`src/rtl/dwv_pkg.sv`:
```
// Shared constants and types for the DAC warm-up / soft volume block.
// Assumes an 8-bit volume code split into a 4-bit octave and a 4-bit fraction.
package dwv_pkg;
    localparam int VOL_W      = 8;
    localparam int FRAC_BITS  = 4;
    localparam int MANT_FRAC  = 14;                          // mantissa is Q1.14
    localparam int MANT_W     = MANT_FRAC + 1;
    localparam int UNITY_OCT  = 12;
    localparam int SHIFT_BASE = MANT_FRAC + UNITY_OCT;
    localparam logic [VOL_W-1:0] UNITY_CODE = VOL_W'(UNITY_OCT << FRAC_BITS);

    typedef logic [VOL_W-1:0] vol_code_t;

    // Fractional-octave mantissa: round(16384 * 2^(k/16)).
    function automatic logic [MANT_W-1:0] mant_of(input logic [FRAC_BITS-1:0] k);
        case (k)
            4'd0:  mant_of = 15'd16384;
            4'd1:  mant_of = 15'd17109;
            4'd2:  mant_of = 15'd17867;
            4'd3:  mant_of = 15'd18658;
            4'd4:  mant_of = 15'd19484;
            4'd5:  mant_of = 15'd20347;
            4'd6:  mant_of = 15'd21247;
            4'd7:  mant_of = 15'd22188;
            4'd8:  mant_of = 15'd23170;
            4'd9:  mant_of = 15'd24196;
            4'd10: mant_of = 15'd25268;
            4'd11: mant_of = 15'd26386;
            4'd12: mant_of = 15'd27554;
            4'd13: mant_of = 15'd28774;
            4'd14: mant_of = 15'd30048;
            default: mant_of = 15'd31379;
        endcase
    endfunction
endpackage

```
`src/rtl/dwv_init_window.sv`:
```
// Warm-up window counter. It opens on a DAC power rise when both ADC
// channels are off and stays open for INIT_SAMPLES sample strobes.
// Assumes INIT_SAMPLES >= 2. A strobe in the rise cycle counts toward the window.
module dwv_init_window #(
    parameter int INIT_SAMPLES = 1059
) (
    input  logic clk,
    input  logic rst_n,
    input  logic dac_en,
    input  logic adc_l_en,
    input  logic adc_r_en,
    input  logic sample_stb,
    output logic init_start,
    output logic init_busy
);
    localparam int CW = $clog2(INIT_SAMPLES + 1);

    logic          en_q;
    logic [CW-1:0] remain;

    // Detect the qualifying power-up edge.
    assign init_start = dac_en & ~en_q & ~adc_l_en & ~adc_r_en;

    // Remember the previous power state for edge detection.
    always_ff @(posedge clk) begin
        if (!rst_n) en_q <= 1'b0;
        else        en_q <= dac_en;
    end

    // Load, count down per strobe, and clear on power-down.
    always_ff @(posedge clk) begin
        if (!rst_n || !dac_en) begin
            remain    <= '0;
            init_busy <= 1'b0;
        end else if (init_start) begin
            remain    <= sample_stb ? CW'(INIT_SAMPLES - 1) : CW'(INIT_SAMPLES);
            init_busy <= 1'b1;
        end else if (init_busy && sample_stb) begin
            remain <= remain - 1'b1;
            if (remain == CW'(1)) init_busy <= 1'b0;
        end
    end

    a_r1_needs_adc_off: assert property (@(posedge clk) disable iff (!rst_n)
        $rose(init_busy) |-> !$past(adc_l_en) && !$past(adc_r_en));
    a_r2_count_range: assert property (@(posedge clk) disable iff (!rst_n)
        init_busy |-> (remain != '0) && (remain <= CW'(INIT_SAMPLES)));
endmodule

```
`src/rtl/dwv_vol_ramp.sv`:
```
// Soft volume stepper for one channel. It moves the applied code one step per
// strobe toward the target and rests at unity while the DAC is off.
// Assumes the target may change at any cycle.
module dwv_vol_ramp
    import dwv_pkg::*;
(
    input  logic      clk,
    input  logic      rst_n,
    input  logic      dac_en,
    input  logic      sample_stb,
    input  vol_code_t target,
    output vol_code_t applied,
    output logic      ramping
);
    // Step the applied code by one toward the target on each strobe.
    always_ff @(posedge clk) begin
        if (!rst_n || !dac_en)                     applied <= UNITY_CODE;
        else if (sample_stb && applied < target)   applied <= applied + 1'b1;
        else if (sample_stb && applied > target)   applied <= applied - 1'b1;
    end

    // Report an unfinished ramp.
    assign ramping = dac_en && (applied != target);

    a_r5_unit_step: assert property (@(posedge clk) disable iff (!rst_n)
        ($past(dac_en) && applied != $past(applied)) |->
            (applied == $past(applied) + 8'd1 || applied == $past(applied) - 8'd1));
    a_r9_rest_unity: assert property (@(posedge clk) disable iff (!rst_n)
        !dac_en |=> applied == UNITY_CODE);
endmodule

```
`src/rtl/dwv_gain.sv`:
```
// Combinational gain stage: it scales a signed sample by 2^((code-192)/16)
// using a mantissa lookup and an octave shift, then saturates. Code 0 mutes.
module dwv_gain
    import dwv_pkg::*;
#(
    parameter int DATA_W = 16
) (
    input  logic signed [DATA_W-1:0] sample_in,
    input  vol_code_t                code,
    output logic signed [DATA_W-1:0] sample_out
);
    localparam int PW = DATA_W + MANT_W + 1;
    localparam logic signed [PW-1:0] MAXV = PW'((2 ** (DATA_W - 1)) - 1);
    localparam logic signed [PW-1:0] MINV = -PW'(2 ** (DATA_W - 1));

    logic        [MANT_W-1:0] mant;
    logic        [4:0]        shamt;
    logic signed [PW-1:0]     prod;
    logic signed [PW-1:0]     scaled;

    // Multiply by the mantissa, shift by the octave, then clamp.
    always_comb begin
        mant   = mant_of(code[FRAC_BITS-1:0]);
        shamt  = 5'(SHIFT_BASE) - 5'(code[VOL_W-1:FRAC_BITS]);
        prod   = PW'(sample_in) * $signed({1'b0, mant});
        scaled = prod >>> shamt;
        if (code == '0)         sample_out = '0;
        else if (scaled > MAXV) sample_out = MAXV[DATA_W-1:0];
        else if (scaled < MINV) sample_out = MINV[DATA_W-1:0];
        else                    sample_out = scaled[DATA_W-1:0];
    end
endmodule

```
`src/rtl/dac_warmup_volume.sv`:
```
// Top level: the warm-up window gate plus per-channel soft volume in front of
// a stereo DAC. Outputs are registered and update on sample strobes.
// Assumes sample_stb is a single-cycle pulse at the sample rate.
module dac_warmup_volume
    import dwv_pkg::*;
#(
    parameter int DATA_W       = 16,
    parameter int INIT_SAMPLES = 1059
) (
    input  logic              clk,
    input  logic              rst_n,
    input  logic              dac_pwr,
    input  logic              adc_pwr_l,
    input  logic              adc_pwr_r,
    input  logic              sample_stb,
    input  logic [DATA_W-1:0] in_l,
    input  logic [DATA_W-1:0] in_r,
    input  logic [VOL_W-1:0]  vol_l,
    input  logic [VOL_W-1:0]  vol_r,
    input  logic              vol_link,
    output logic [DATA_W-1:0] out_l,
    output logic [DATA_W-1:0] out_r,
    output logic              init_busy,
    output logic              ramp_busy
);
    localparam int NCH = 2;

    logic                     init_start;
    logic                     force_zero;
    vol_code_t                tgt     [NCH];
    vol_code_t                applied [NCH];
    logic      [NCH-1:0]      ramping;
    logic      [DATA_W-1:0]   din     [NCH];
    logic signed [DATA_W-1:0] gained  [NCH];
    logic      [DATA_W-1:0]   dout    [NCH];

    dwv_init_window #(.INIT_SAMPLES(INIT_SAMPLES)) u_window (
        .clk(clk), .rst_n(rst_n), .dac_en(dac_pwr),
        .adc_l_en(adc_pwr_l), .adc_r_en(adc_pwr_r), .sample_stb(sample_stb),
        .init_start(init_start), .init_busy(init_busy)
    );

    // Pick targets: the right channel follows left when linked.
    assign tgt[0] = vol_l;
    assign tgt[1] = vol_link ? vol_l : vol_r;
    assign din[0] = in_l;
    assign din[1] = in_r;

    for (genvar ch = 0; ch < NCH; ch++) begin : g_ch
        dwv_vol_ramp u_ramp (
            .clk(clk), .rst_n(rst_n), .dac_en(dac_pwr), .sample_stb(sample_stb),
            .target(tgt[ch]), .applied(applied[ch]), .ramping(ramping[ch])
        );
        dwv_gain #(.DATA_W(DATA_W)) u_gain (
            .sample_in($signed(din[ch])), .code(applied[ch]), .sample_out(gained[ch])
        );

        // Register the channel output once per strobe, zeroed when gated.
        always_ff @(posedge clk) begin
            if (!rst_n || !dac_pwr)  dout[ch] <= '0;
            else if (sample_stb)     dout[ch] <= force_zero ? '0 : gained[ch];
        end
    end

    assign force_zero = init_busy | init_start;
    assign ramp_busy  = |ramping;
    assign out_l      = dout[0];
    assign out_r      = dout[1];

    a_r3_quiet_window: assert property (@(posedge clk) disable iff (!rst_n)
        init_busy |-> (out_l == '0) && (out_r == '0));
    a_r9_off_silent: assert property (@(posedge clk) disable iff (!rst_n)
        !dac_pwr |=> (out_l == '0) && (out_r == '0));
    a_r11_hold: assert property (@(posedge clk) disable iff (!rst_n)
        (!sample_stb && dac_pwr) |=> $stable(out_l) && $stable(out_r));
endmodule

```
`config.mk`:
```
export PLATFORM = sky130hd
export DESIGN_NAME = dac_warmup_volume
export DESIGN_NICKNAME = d
export VERILOG_FILES = /design/src/rtl/dwv_pkg.sv /design/src/rtl/dwv_init_window.sv /design/src/rtl/dwv_vol_ramp.sv /design/src/rtl/dwv_gain.sv /design/src/rtl/dac_warmup_volume.sv
export SDC_FILE = /design/constraint.sdc
export NUM_CORES = 2
export LEC_CHECK = 0
export BUFFER_PORTS_ARGS = -buffer_cell sky130_fd_sc_hd__buf_2
export CAP_MARGIN = 40
export CORE_AREA = 3 3 314 316
export DETAILED_ROUTE_END_ITERATION = 10
export DIE_AREA = 0 0 317 319
export GPL_TIMING_DRIVEN = 1
export PLACE_DENSITY = 0.43
export SLEW_MARGIN = 25
export SYNTH_ARGS = -nofsm -noshare
export SYNTH_HDL_FRONTEND = slang
export SYNTH_SLANG_ARGS = --single-unit
```
`constraint.sdc`:
```
create_clock -name clk -period 8.85 [get_ports clk]
set_input_delay 1.77 -clock clk [delete_from_list [all_inputs] [get_ports clk]]
set_output_delay 1.77 -clock clk [all_outputs]
set_load 0.02 [all_outputs]
```
==> results.ini <==
[layout]
num_antenna_cells=0
ff_latch_area_um2=2100
layout.nets=4695
multi_input_area_um2=25500
layout_common_cells=inv_1, buf_4, fa_1, nand2_1, and2_1
drive_above_1_share_pct=26.0
area_growth_pct=28.2
fillers=9889
finalNonFillerCells=5219
final_common_cell=inv_1

[clocking]
clockBufferDepth=2
cts_tree=done
htree_levels=3
root_buffer=clkbuf_16
clock-sinks=89
clkTransAtPathRegs_ps=70
cts_buffers=9
clock_latency_ps=380

[run_status]
status=finished clean

[synthesis]
synth_ff_type=dfxtp_1
syn_nets=4180
synth_top_family_by_area=adder cells
async_reset_ff_share_pct=0
synth_xor_area_share_pct=2.35
synthesis.instances=3423
netlist_area_um2=28800
ys_seq_elements=89
yosys.area_share.simple_pct=17.7
synth_fa_ha_area_share_pct=43.4
ys.warnings.count=0
syn_avg_cell_area_um2=8.42
synth_edf_count=32
synth.distinct_cells=102
synth.area.mux_share_pct=3.76
ys_seq_area_share_pct=7.30
synth_compound_area_share_pct=15.2

[timing]
slew_violations=0
slew_headroom_pct=36.5
worstMarginPinSlew_ps=952
period_needed_ps=8800
setup_violations=0
rsz0062_at_grt=true
setup_tns_ps=0
skew_ps=13.5
setup_ws_ps=49.5
max_freq_mhz=114
hold_viol=0
fin_crit_sh_pct=99.4

[die]
start_util_pct=29.9
num_rows=114
design.die.area_um2=101000
coreArea_um2=96300
die_x_um=317
ioPinCount=89
die_y_um=319

[global_routing]
grt_antenna_before_repair=3
grt_usage_pct=18.4
grt_pass1_wl_um=147000
grt_remaining_overflow=0
grt_pass1_vias=25399
grt_max_degree=52

[critical_path]
critical_path.top_delay_family=adder cells
crit_fanout=7
crit_buf_inv=8
critPathLaunchType=input port
crit_arrival_ps=8920
critPathRequiredTime_ps=8960
critical_path.endpoint_type=register
worst_path_largest_cell_delay_ps=580
worst-setup-path-type=in -> reg
cp_slowest_cell=fa_1
critical_path.most_common_cell=fa_1

[placement]
placedCellCount=5154
gp_congestion=0.864
port_buffers=88
hpwlAfterDp_um=76400
pre_cts_slack_ps=-552

[routing]
ant_nets=0
drt-pass1-iter-count=7
wl_per_cell_um=17.6
vias=25308
drc=0
wirelength_um=91900
drt_iter0_drc=1469
via_per_inst=4.85

[run]
cap_violations=0

[min_path]
hold_path.class=reg -> reg

worst paths after layout:
kind	from	slack, ps	end	depth (start not counted)
setup / recovery	in_l[7]	50	dout[0][8]	27
hold / removal	u_window.remain[5]	490	u_window.remain[5]	2
setup reg to reg	g_ch[0].u_gain.mant[5]	810	dout[0][8]	26
hold reg to reg	u_window.remain[5]	490	u_window.remain[5]	2
per-layer routing:
layer | part of all wire [%] | global-route usage, % | vias to the layer above
met4 | 0.99 | 2.41 | 0
met3 | 3.6 | 1.86 | 45
met1 | 54 | 30.3 | 12549
met5 | 0 | 0 | -
met2 | 42 | 26.0 | 475
li1 | - | - | 12239
worst reg2reg max path, stage by stage (launching register included):
cell and delay (ps):
dfxtp_1 780, buf_4 270, and2_4 150, fa_1 430, inv_2 70, fa_1 460
fa_1 580, fa_1 450, fa_1 570, inv_2 40, fa_1 490, ha_4 300
buf_6 120, nand2_1 90, o32ai_2 180, nand3_1 210, a32o_2 330, or2_2 330
o221ai_4 180, o22a_1 230, o2111ai_2 140, and2_1 180, or4b_4 520, nor4_4 290
buf_4 180, clkbuf_16 160, o2bb2ai_4 60
cell usage after synthesis (11+ instances only):
master / number / area, um2
a211o_1: 14 / 123
a211oi_1: 34 / 255
a21o_1: 24 / 180
a21oi_1: 151 / 756
a31oi_1: 18 / 113
and2_1: 261 / 1630
and3_1: 14 / 87.6
buf_1: 16 / 60.1
buf_2: 17 / 85.1
clkbuf_1: 133 / 499
dfxtp_1: 57 / 1140
edfxtp_1: 32 / 961
fa_1: 494 / 9890
ha_1: 208 / 2600
inv_1: 612 / 2300
mux2_2: 11 / 124
mux2i_1: 62 / 621
mux4_2: 15 / 338
nand2_1: 400 / 1500
nand2b_1: 22 / 138
nand3_1: 40 / 200
nand4_1: 31 / 194
nor2_1: 162 / 608
nor3_1: 42 / 210
nor4_1: 12 / 75.1
o2111ai_1: 16 / 140
o211ai_1: 47 / 353
o21a_1: 29 / 218
o21ai_0: 119 / 596
o21ai_1: 12 / 60.1
o21bai_1: 12 / 90.1
o221ai_1: 14 / 123
o22ai_1: 16 / 100
o31ai_1: 15 / 113
xnor2_1: 56 / 490
xor2_1: 16 / 140
per-stage QoR:
stage / hold WS [ps] / area (um2) / utilization [%]
2_1_floorplan: 457 / 28800 / -
3_3_place_gp: 480 / 34300 / 35.7
3_5_place_dp: 481 / 34400 / 35.7
4_1_cts: 491 / 35100 / 36.5
5_1_grt: 510 / 36900 / 38.4
6_report: 493 / 36900 / 38.4
sequential cells by signal, summed over array words and instances (netlist names):
| name | flops |
|---|---|
| u_window.remain | 11 |
| u_window.en_q | 1 |
| g_ch.u_gain.mant | 28 |
| g_ch.u_ramp.applied | 16 |
| dout | 32 |
| u_window.init_busy | 1 |
kinds of logic (layout without fill, tap and decap cells):
group | count (synthesis) | in the layout
AND/OR/NAND/NOR | 1041 | 1041
adder cells (fa/ha/maj) | 702 | 702
buffers and inverters | 784 | 1303
flip-flops | 89 | 89
multiplexers | 88 | 88
AO/OA/AOI/OAI | 645 | 646
XOR/XNOR | 74 | 74
timing repair:
| action | CTS | global route |
|---|---|---|
| setup endpoints to repair | 31 | 31 |
| resized for setup | 77 | 377 |
| setup buffers | 11 | 35 |
| pin swaps | 18 | 173 |
| hold buffers | 0 | 0 |
| cloned | 1 | 4 |
final cells by class:
| cell class | instances | area share (%) |
|---|---|---|
| inverters | 616 | 6.26 |
| clock buffers | 11 | 0.688 |
| repair buffers | 671 | 14.0 |
| clock inverters | 5 | 0.166 |
| multi-input cells | 2551 | 68.9 |
| well taps | 1276 | 4.32 |
| flip-flops and latches | 89 | 5.69 |
Power is not shown: default switching activity piles up to over one toggle a cycle in this logic, so the estimate is an artifact.
